<file path="src/rtl/wpa_pkg.sv">
package wpa_pkg;

    // burst-length codes as sampled with the opening word
    typedef enum logic [1:0] {
        BL_TWO    = 2'd0,
        BL_FOUR   = 2'd1,
        BL_EIGHT  = 2'd2,
        BL_EIGHTX = 2'd3
    } blen_code_e;

    localparam int MAX_BURST = 8;
    localparam int CNT_W     = $clog2(MAX_BURST) + 1;

    function automatic logic [CNT_W-1:0] words_for(input blen_code_e code);
        case (code)
            BL_TWO:  words_for = CNT_W'(2);
            BL_FOUR: words_for = CNT_W'(4);
            default: words_for = CNT_W'(MAX_BURST);
        endcase
    endfunction

endpackage

</file>
<file path="src/rtl/wpa_len_decode.sv">
module wpa_len_decode
    import wpa_pkg::*;
(
    input  logic [1:0]       len_code,
    output logic [CNT_W-1:0] burst_words
);
    always_comb begin
        burst_words = words_for(blen_code_e'(len_code));
    end
endmodule

</file>
<file path="src/rtl/wpa_byte_enable.sv">
module wpa_byte_enable #(
    parameter int LANES = 4
) (
    input  logic [LANES-1:0] mask,
    output logic [LANES-1:0] enable
);
    for (genvar g = 0; g < LANES; g++) begin : g_lane
        assign enable[g] = ~mask[g];
    end
endmodule

</file>
<file path="src/rtl/pf_write_assembler.sv">
module pf_write_assembler
    import wpa_pkg::*;
#(
    parameter int WORD_W = 32,
    parameter int LANE_W = 8
) (
    input  logic                          clk,
    input  logic                          rst_n,
    input  logic                          word_valid,
    input  logic                          burst_start,
    input  logic [1:0]                    burst_len,
    input  logic [WORD_W-1:0]             word_data,
    input  logic [WORD_W/LANE_W-1:0]      word_mask,
    output logic                          core_wr,
    output logic [2*WORD_W-1:0]           core_data,
    output logic [2*(WORD_W/LANE_W)-1:0]  core_be,
    output logic                          core_last
);
    localparam int LANES = WORD_W / LANE_W;
    localparam int PAIR_W = 2 * WORD_W;
    localparam int PAIR_L = 2 * LANES;

    typedef struct packed {
        logic                active;
        logic                pend;
        logic [CNT_W-1:0]    left;
        logic [WORD_W-1:0]   lo_data;
        logic [LANES-1:0]    lo_be;
        logic                wr;
        logic                last;
        logic [PAIR_W-1:0]   data;
        logic [PAIR_L-1:0]   be;
    } asm_state_t;

    asm_state_t st_d, st_q;
    logic [CNT_W-1:0] burst_words;
    logic [LANES-1:0] be_now;

    wpa_len_decode u_len (
        .len_code    (burst_len),
        .burst_words (burst_words)
    );

    wpa_byte_enable #(.LANES(LANES)) u_be (
        .mask   (word_mask),
        .enable (be_now)
    );

    always_comb begin
        st_d      = st_q;
        st_d.wr   = 1'b0;
        st_d.last = 1'b0;
        if (word_valid) begin
            if (burst_start) begin
                // opening word, any pending half is abandoned
                st_d.active  = 1'b1;
                st_d.pend    = 1'b1;
                st_d.lo_data = word_data;
                st_d.lo_be   = be_now;
                st_d.left    = burst_words - CNT_W'(1);
            end else if (st_q.active) begin
                st_d.left = st_q.left - CNT_W'(1);
                if (st_q.pend) begin
                    st_d.pend = 1'b0;
                    st_d.wr   = 1'b1;
                    st_d.data = {word_data, st_q.lo_data};
                    st_d.be   = {be_now, st_q.lo_be};
                    if (st_q.left == CNT_W'(1)) begin
                        st_d.last   = 1'b1;
                        st_d.active = 1'b0;
                    end
                end else begin
                    st_d.pend    = 1'b1;
                    st_d.lo_data = word_data;
                    st_d.lo_be   = be_now;
                end
            end
        end
    end

    always_ff @(posedge clk or negedge rst_n) begin
        if (!rst_n) begin
            st_q <= '0;
        end else begin
            st_q <= st_d;
        end
    end

    assign core_wr   = st_q.wr;
    assign core_last = st_q.last;
    assign core_data = st_q.data;
    assign core_be   = st_q.be;

endmodule

</file>
<file path="config.mk">
export PLATFORM = sky130hd
export DESIGN_NAME = pf_write_assembler
export DESIGN_NICKNAME = d
export VERILOG_FILES = /design/src/rtl/wpa_pkg.sv /design/src/rtl/wpa_len_decode.sv /design/src/rtl/wpa_byte_enable.sv /design/src/rtl/pf_write_assembler.sv
export SDC_FILE = /design/constraint.sdc
export NUM_CORES = 1
export LEC_CHECK = 0
export ABC_CLOCK_PERIOD_IN_PS = 1700
export BUFFER_PORTS_ARGS = -buffer_cell sky130_fd_sc_hd__clkbuf_2
export CAP_MARGIN = 10
export CORE_MARGIN = 3
export CORE_UTILIZATION = 35
export CTS_BUF_LIST = sky130_fd_sc_hd__clkbuf_8
export DETAILED_ROUTE_END_ITERATION = 10
export HOLD_SLACK_MARGIN = 0.1
export PLACE_DENSITY = 0.54
export SETUP_SLACK_MARGIN = 0.15
export SLEW_MARGIN = 10
export SYNTH_ARGS = -nofsm -noshare
export SYNTH_HDL_FRONTEND = slang
export SYNTH_SLANG_ARGS = --single-unit
</file>
<file path="constraint.sdc">
create_clock -name clk -period 1.7 [get_ports clk]
set_clock_uncertainty 0.15 [all_clocks]
set_input_delay 0.17 -clock clk [delete_from_list [all_inputs] [get_ports clk]]
set_output_delay 0.17 -clock clk [all_outputs]
set_load 0.02 [all_outputs]
</file>
Word level (Yosys, flattened, before mapping)
Index checks and enable logic that the tools add are counted.
- flip-flop bits (word level): 116
- bits of input ports: 42
- output and inout port bits: 74
- word-level logic and storage cells: 35
- add/subtract/negate cells: 2
- equality and inequality tests: 3
- multiplexer cells: 11
- bitwise operators: 5
- reduce and logical (&&, ||, !) cells: 5
- operators by type and width (kind ; number):
    $mux W74 ; 3
    $mux W116 ; 1
    $mux W42 ; 1
    $mux W36 ; 1
    $pmux W4 S2 ; 1
    $sub A4 B1 Y4 const B ; 2
    $not A1 Y1 ; 5
    $eq A4 B1 Y1 const B ; 1
    $mux W1 ; 4
    $reduce_and A4 Y1 ; 1
    $reduce_and A3 Y1 ; 1
    $eq A2 B1 Y1 const B ; 1
    $logic_not A2 Y1 ; 1
    $ne A2 B2 Y1 const B ; 1
    $reduce_and A2 Y1 ; 1
    $reduce_bool A2 Y1 ; 1

Longest topological paths before layout
Gate-level depths: netlist of run 1.
- word-level depth: 6
- gate-level depth with buffers: 5
- depth with buffers taken out: 5

Cells and area by module
A second synthesis of run 1 with hierarchy kept.
- cells, all modules: 362
- area total of the unflattened synthesis: 5345.1 um^2
- modules (own cells, without submodules) (module ; times used ; cells an instance ; area each (um^2) ; seq. area each (um^2)):
    pf_write_assembler ; 1 ; 353 ; 5305.1 ; 2902.8
    wpa_len_decode ; 1 ; 5 ; 25.0 ; 0.0
    wpa_byte_enable ; 1 ; 4 ; 15.0 ; 0.0

Least setup slack after synthesis of run 1
Ideal clock, no wire load.
- path type: register to register
- start: register st_q[115] (netlist bit)
- end: register st_q[83] (netlist bit)
- arrival: 1.315 ns
- data required time: 1.425 ns
- setup slack: 0.110 ns
- cell stages (with the launch flop): 5
- clock period less this slack: 1.590 ns
- path through: dfrtp_1 nor2b_2 o21ai_4 clkbuf_8 mux2_2
- longest elaborated chain between the ends: 2
- ends and longest elaborated chain (what ; line ; RTL):
    from (decl) ; pf_write_assembler.sv:35 ; asm_state_t st_d, st_q;
    from (signal assigned) ; pf_write_assembler.sv:85 ; st_q <= st_d;
    $reduce_bool A2 Y1 (no line) ; n/a ;
    $reduce_and A3 Y1 (no line) ; n/a ;
No other way between the ends.
A chain may end at the register's enable or synchronous reset.

Worst setup path in the final report of run 1
- start: register st_q[114] (netlist bit)
- end: register st_q[86] (netlist bit)
- longest elaborated chain between the ends: 2
- ends and longest elaborated chain (what):
    $ne A2 B2 Y1 (no line)
    $reduce_and A3 Y1 (no line)
No other way between the ends.

==> run summary, run 1 <==
first-pass GRT wire length -> 16000 µm
Vias/cell -> 4.41
worst hold slack -> 0.327 ns
DR pass1 iterations -> 4
worst rel slew slack -> 81.2%
crit-path cells -> buf_6 -> nor2b_4 -> o21ai_4 -> buf_12 -> clkbuf_16 -> mux2_4
filler cell count -> 1307
Worst Setup End Kind -> flop
ratio of cells with drive above 1 in the final layout -> 56.1%
Synth top area share -> 55.1%
Clock Latency Late Sink -> 0.43 ns
Hold Crit Class -> primary input to flop
Setup WS pre-CTS -> 0.0468 ns
hold path depth -> 3
RSZ-0062 raised after global routing -> true
CTS buffer count -> 17
# setup viols final -> 0
simple-gate share of the synthesized area -> 2.37%
Remaining DRCs -> 0
Static Leak -> 3.52 nW
Util after Layout -> 46.8%
Crit Reg-Reg Startpoint -> st_q[114]
post-synthesis mux area share -> 25.7%
PwrDens -> 1660 nW/µm²
final setup margin -> 0.112 ns
Max stage delay cell, worst path -> dfrtp_2
end of the worst register-to-register path -> st_q[86]
# nets final -> 521
sequential area share after synthesis -> 55.1%
DR iter-0 viols -> 67
Max Cap Violations -> 0
# rows -> 44
WL/cell -> 15.4 µm
IO buf count -> 115
Detailed Place HPWL -> 6170 µm
area of the multi-input gates -> 1720 µm²
Async S/R FF share, synth -> 100%
Unique masters post-synth -> 29
top cells by count, synth -> dfrtp_1 (116), buf_4 (72), mux2_4 (62)
Die Y-Extent -> 129 µm
minimum clock period -> 1.59 ns
Die Wd -> 129 µm
maximum vdd ir drop -> 996 µV
adder-cell area share of the yosys netlist -> 0.475%
setup tns final -> 0 ns
Max Buffers Root-to-Sink -> 2
H-tree levels -> 4
Final Max Tran Viols -> 0
CTS root buf -> clkbuf_8
largest net degree at the start of global routing -> 46
Least-Margin Pin Slew -> 0.279 ns
FF/Latch Area -> 2900 µm²
vias in the first global route -> 3101
Area contributors post-synth -> dfrtp_1 (55%), mux2_4 (18%), buf_4 (10%), mux2_2 (7.3%), buf_8 (1.7%)
FF+latch count, synth -> 116
CTS tree -> yes
xor/xnor share of the synthesized area -> 0%
r2r setup slk -> 0.11 ns
peak fanout along the critical path -> 8
Setup CP Type -> flop to flop
synthesized area per cell -> 14.7 µm²
critical path startpoint category -> flop
overall power -> 11.4 mW
# diodes -> 0
Post-synth EDFFs -> 0
initial antenna violation count -> 0
WP data arrival -> 1.75 ns
via count -> 2971
count leader, synth -> dfrtp_1
GPL Wtd Cong -> 0.714
Worst-path clk slew -> 0.07 ns
io pins -> 116
slowest stage delay, CP -> 0.41 ns
warnings from Yosys -> 0
clk sinks -> 116
Final Cycle Share -> 93.4%
Yosys top cell by area -> dfrtp_1
Post-DRT Antenna Nets -> 0
Mapped Cells -> 358
Area growth syn-to-layout -> 30.0%
main combinational cell family by area after synthesis -> multiplexers
Hold Path Origin -> word_mask[0]
Initial Util -> 36.0%
DIE AREA -> 16600 µm²
Syn Nets -> 402
worst r2r path cells -> 6
CP required -> 1.86 ns
Synth Flop Type -> dfrtp_1
total global routing track utilization -> 12.6%
post-synthesis compound-gate area fraction -> 2.42%
mapped cell area -> 5270 µm²
status -> complete, no violations
hold endpoint -> st_q[74]
CORE AREA -> 14600 µm²
Final Hold Fails -> 0
Total Wirelength -> 10400 µm
grt total ovfl -> 0
Max Fclk -> 630 MHz
worst max-delay path by stage:
stage	start	end	slack [ns]	cells past startpoint
global placement	st_q[114]	core_data[62]	0.09	4
finish	st_q[114]	st_q[86]	0.11	6
detailed placement	st_q[114]	core_data[60]	0.05	4
CTS	st_q[115]	st_q[80]	0.11	4
floorplan	st_q[115]	st_q[83]	0.11	4
global route	st_q[114]	st_q[77]	0.05	7
what timing repair did:
item / 4_1_cts / 5_1_grt
hold buffers: 42 / 0
cloned: 2 / 6
endpoints found under the hold margin: 194 / 0
endpoints found under the setup margin: 91 / 170
pin swaps: 1 / 2
gates resized for setup: 6 / 20
buffers inserted: 5 / 4
power breakdown:
group / total [mW] / switching [mW] / leakage, nW / internal, mW
Clock: 2.77 / 1.08 / 0.231 / 1.69
Sequential: 4.40 / 0.612 / 1.36 / 3.79
Combinational: 4.19 / 2.01 / 1.93 / 2.18
Total: 11.4 / 3.71 / 3.52 / 7.66
layer usage:
metal  vias up  wire length, µm  share of wire (%)  global-route usage (%)
met5         -                0                  0                       0
met4         0              164                1.6                    5.37
met3        12              496                4.8                    4.52
met2        88             4990                 48                    19.3
met1      1484             4730                 46                    16.1
li1       1387                -                  -                       -
layout make-up:
type                       count  share of cell area [%]
tap                          184                    3.36
timing repair buffer         186                    22.3
sequential                   116                    42.4
clock buffer                  20                    4.02
multi-input combinational    147                    25.1
clock inverter                12                    2.34
inverter                       9                   0.493
per-stage QoR:
step                area (µm²)  std cells
finish                    6850        674
global route              6850        674
CTS                       6570        664
detailed placement        5590        583
global placement          5590        583
floorplan                 5300        358
registers in the layout, indices dropped and copies added, names as in the netlist:
name       flops
core_data     64
st_q          42
core_be        8
core_last      1
core_wr        1
cells by family (layout without fill, tap and decap cells):
family          count (synthesis)  count (layout)
flops                         116             116
buf+inv                        95             227
compound gates                 21              21
mux                           100             100
simple gates                   24              24
fa+ha+maj                       2               2
worst max-delay path: cells and delay by family, from the launching register on:
family	cells	cell delay, ns
buffers and inverters	3	0.44
and+or+nand+nor	1	0.11
AOI/OAI and AO/OA	1	0.06
DFF	1	0.41
muxes	1	0.30
layout by cell type, fill, tap and decap left out, drive strengths merged, types with 3 or more instances in the layout:
cell type / n
a21oi: 4
bufinv: 4
dlygate4sd3: 42
nand2: 11
inv: 11
mux2: 96
buf: 24
dfrtp: 116
nor2: 3
clkinv: 5
o21ai: 13
clkbuf: 140
mux2i: 4
Note: power is estimated with default switching activity, not from simulation.
==> run 2: changes to the inputs <==
--- a/config.mk
+++ b/config.mk
@@ -6,14 +6,14 @@
 export NUM_CORES = 1
 export LEC_CHECK = 0
 export ABC_CLOCK_PERIOD_IN_PS = 1700
-export BUFFER_PORTS_ARGS = -buffer_cell sky130_fd_sc_hd__clkbuf_2
 export CAP_MARGIN = 10
-export CORE_MARGIN = 3
+export CORE_MARGIN = 10
 export CORE_UTILIZATION = 35
 export CTS_BUF_LIST = sky130_fd_sc_hd__clkbuf_8
 export DETAILED_ROUTE_END_ITERATION = 10
+export DONT_BUFFER_PORTS = 1
 export HOLD_SLACK_MARGIN = 0.1
-export PLACE_DENSITY = 0.54
+export PLACE_DENSITY = 0.47
 export SETUP_SLACK_MARGIN = 0.15
 export SLEW_MARGIN = 10
 export SYNTH_ARGS = -nofsm -noshare
==> run summary, run 2 (synthesized netlist as in run 1, its figures left out) <==
Hold Buf Count CTS -> 38 (was 42)
worst r2r path cells -> 5 (was 6)
initial antenna violation count -> 0 (unchanged)
# rows -> 44 (unchanged)
DR pass1 iterations -> 4 (unchanged)
commonest non-fill, non-tap cell in the layout -> dfrtp_1 (unchanged)
Remaining DRCs -> 0 (unchanged)
filler cell count -> 1370 (was 1307)
Initial Util -> 36.0% (unchanged)
clk sinks -> 116 (unchanged)
maximum vdd ir drop -> 640 µV (was 996 µV)
IO buf count -> 0 (was 115)
vias in the first global route -> 2573 (was 3101)
CTS tree -> yes (unchanged)
Least-Margin Pin Slew -> 0.388 ns (was 0.279 ns)
worst rel slew slack -> 73.8% (was 81.2%)
Max Cap Violations -> 0 (unchanged)
setup tns final -> 0 ns (unchanged)
RSZ-0062 raised after global routing -> true (unchanged)
total global routing track utilization -> 9.91% (was 12.6%)
Setup CP Type -> flop to flop (unchanged)
FF/Latch Area -> 2900 µm² (about the same)
minimum clock period -> 1.56 ns (was 1.59 ns)
final instance area -> 6090 µm² (was 6850 µm²)
most frequent cells in the layout -> dfrtp_1 (116), mux2_4 (83), dlygate4sd3_1 (37) (was dfrtp_1 (115), clkbuf_2 (114), mux2_4 (82))
GPL Wtd Cong -> 0.714 (unchanged)
area of the multi-input gates -> 1720 µm² (about the same)
Final Max Tran Viols -> 0 (unchanged)
CTS buffer count -> 17 (unchanged)
# nets final -> 393 (was 521)
Max Buffers Root-to-Sink -> 2 (unchanged)
Static Leak -> 2.95 nW (was 3.52 nW)
io pins -> 116 (unchanged)
Worst-path clk slew -> 0.07 ns (about the same)
CTS root buf -> clkbuf_8 (unchanged)
failing checks -> negative hold slack
CORE AREA -> 14600 µm² (unchanged)
Total Wirelength -> 10400 µm (about the same)
# diodes -> 0 (unchanged)
Hold Crit Class -> primary input to async pin (was primary input to flop)
worst hold slack -> -0.711 ns (was 0.327 ns)
Final Hold Fails -> 122 (was 0)
# setup viols final -> 0 (unchanged)
DR iter-0 viols -> 109 (was 67)
Area growth syn-to-layout -> 15.5% (was 30.0%)
Post-DRT Antenna Nets -> 0 (unchanged)
H-tree levels -> 4 (unchanged)
Die Wd -> 143 µm (was 129 µm)
Die Y-Extent -> 143 µm (was 129 µm)
status -> complete, but fails checks (was complete, no violations)
first-pass GRT wire length -> 15400 µm (was 16000 µm)
Final Cycle Share -> 92.0% (was 93.4%)
max reg flops -> 64 (unchanged)
Max Fclk -> 640 MHz (was 630 MHz)
peak fanout along the critical path -> 11 (was 8)
CP required -> 1.86 ns (about the same)
Clock Latency Late Sink -> 0.42 ns (was 0.43 ns)
Placed Area -> 4930 µm² (was 5590 µm²)
grt total ovfl -> 0 (unchanged)
critical path startpoint category -> flop (unchanged)
DIE AREA -> 20400 µm² (was 16600 µm²)
ratio of cells with drive above 1 in the final layout -> 41.7% (was 56.1%)
WL/cell -> 19.1 µm (was 15.4 µm)
Detailed Place HPWL -> 6080 µm (was 6170 µm)
Worst Setup End Kind -> flop (unchanged)
via count -> 2507 (was 2971)
WP data arrival -> 1.72 ns (was 1.75 ns)
largest net degree at the start of global routing -> 117 (was 46)
PwrDens -> 1720 nW/µm² (was 1660 nW/µm²)
Vias/cell -> 4.59 (was 4.41)
==> run 2: changes by cell type in the layout (fill, tap and decap cells not counted), sizes merged <==
| cell | before | now |
|---|---|---|
| clkinv | 5 | 4 |
| buf | 24 | 15 |
| clkbuf | 140 | 28 |
| bufinv | 4 | 3 |
| dlygate4sd3 | 42 | 37 |
==> run 2: area by class of cell <==
type	instances	area share, %
clock inverters	10	2.12
clock buffers	22	4.97
repair buffers	58	12.6
inverters	9	0.555
multi-input cells	147	28.3
flip-flops and latches	116	47.7
well taps	184	3.78
==> run 2: per-layer routing <==
metal	routed length, µm	global-route usage (%)	part of all wire, %
met5	0	0	0
met4	140	4.23	1.3
met3	926	5.94	8.9
met2	4720	13.8	45
met1	4630	12.1	44
==> run 2: worst max-delay path: stages, from the launching register on <==
cell and delay [ns]:
dfrtp_1 0.40, nor2b_4 0.14, o21ai_4 0.14, buf_12 0.14
buf_12 0.14, mux2_2 0.34
==> run 2: through the flow <==
stage	hold slack, ns	utilization, %	std cells	setup slack (ns)	power (mW)
2_1_floorplan	-0.276	-	358	0.113	8.10
3_3_place_gp	-0.271	33.7	463	0.0890	7.41
3_5_place_dp	-0.271	33.7	463	0.0641	7.47
4_1_cts	-0.759	39.7	537	0.0929	10.4
5_1_grt	-0.774	41.6	546	0.0677	11.1
6_report	-0.711	41.6	546	0.137	10.4
==> run 2: repair_timing <==
| action | in CTS | in global routing |
|---|---|---|
| pin swaps | 1 | 1 |
| gates resized for setup | 4 | 19 |
| setup buffers | 2 | 3 |
| endpoints found under the setup margin | 93 | 75 |
| gates cloned | 2 | 7 |
| endpoints found under the hold margin | 195 | 156 |
==> run 2: final timing paths <==
path	startpoint	slack [ns]	endpoint
max in group asynchronous	rst_n	1.98	core_data[15]
worst max-delay path	st_q[115]	0.14	st_q[81]
worst min register to register	st_q[91]	0.35	core_data[13]
min in group clk	burst_start	-0.26	st_q[112]
worst min-delay path	rst_n	-0.71	core_data[59]
worst max register to register	st_q[115]	0.14	st_q[81]
==> run 2: power breakdown <==
group	switching [mW]	internal [mW]
clock network	1.09	1.63
logic	0.593	1.56
registers	1.79	3.78
total	3.47	6.97
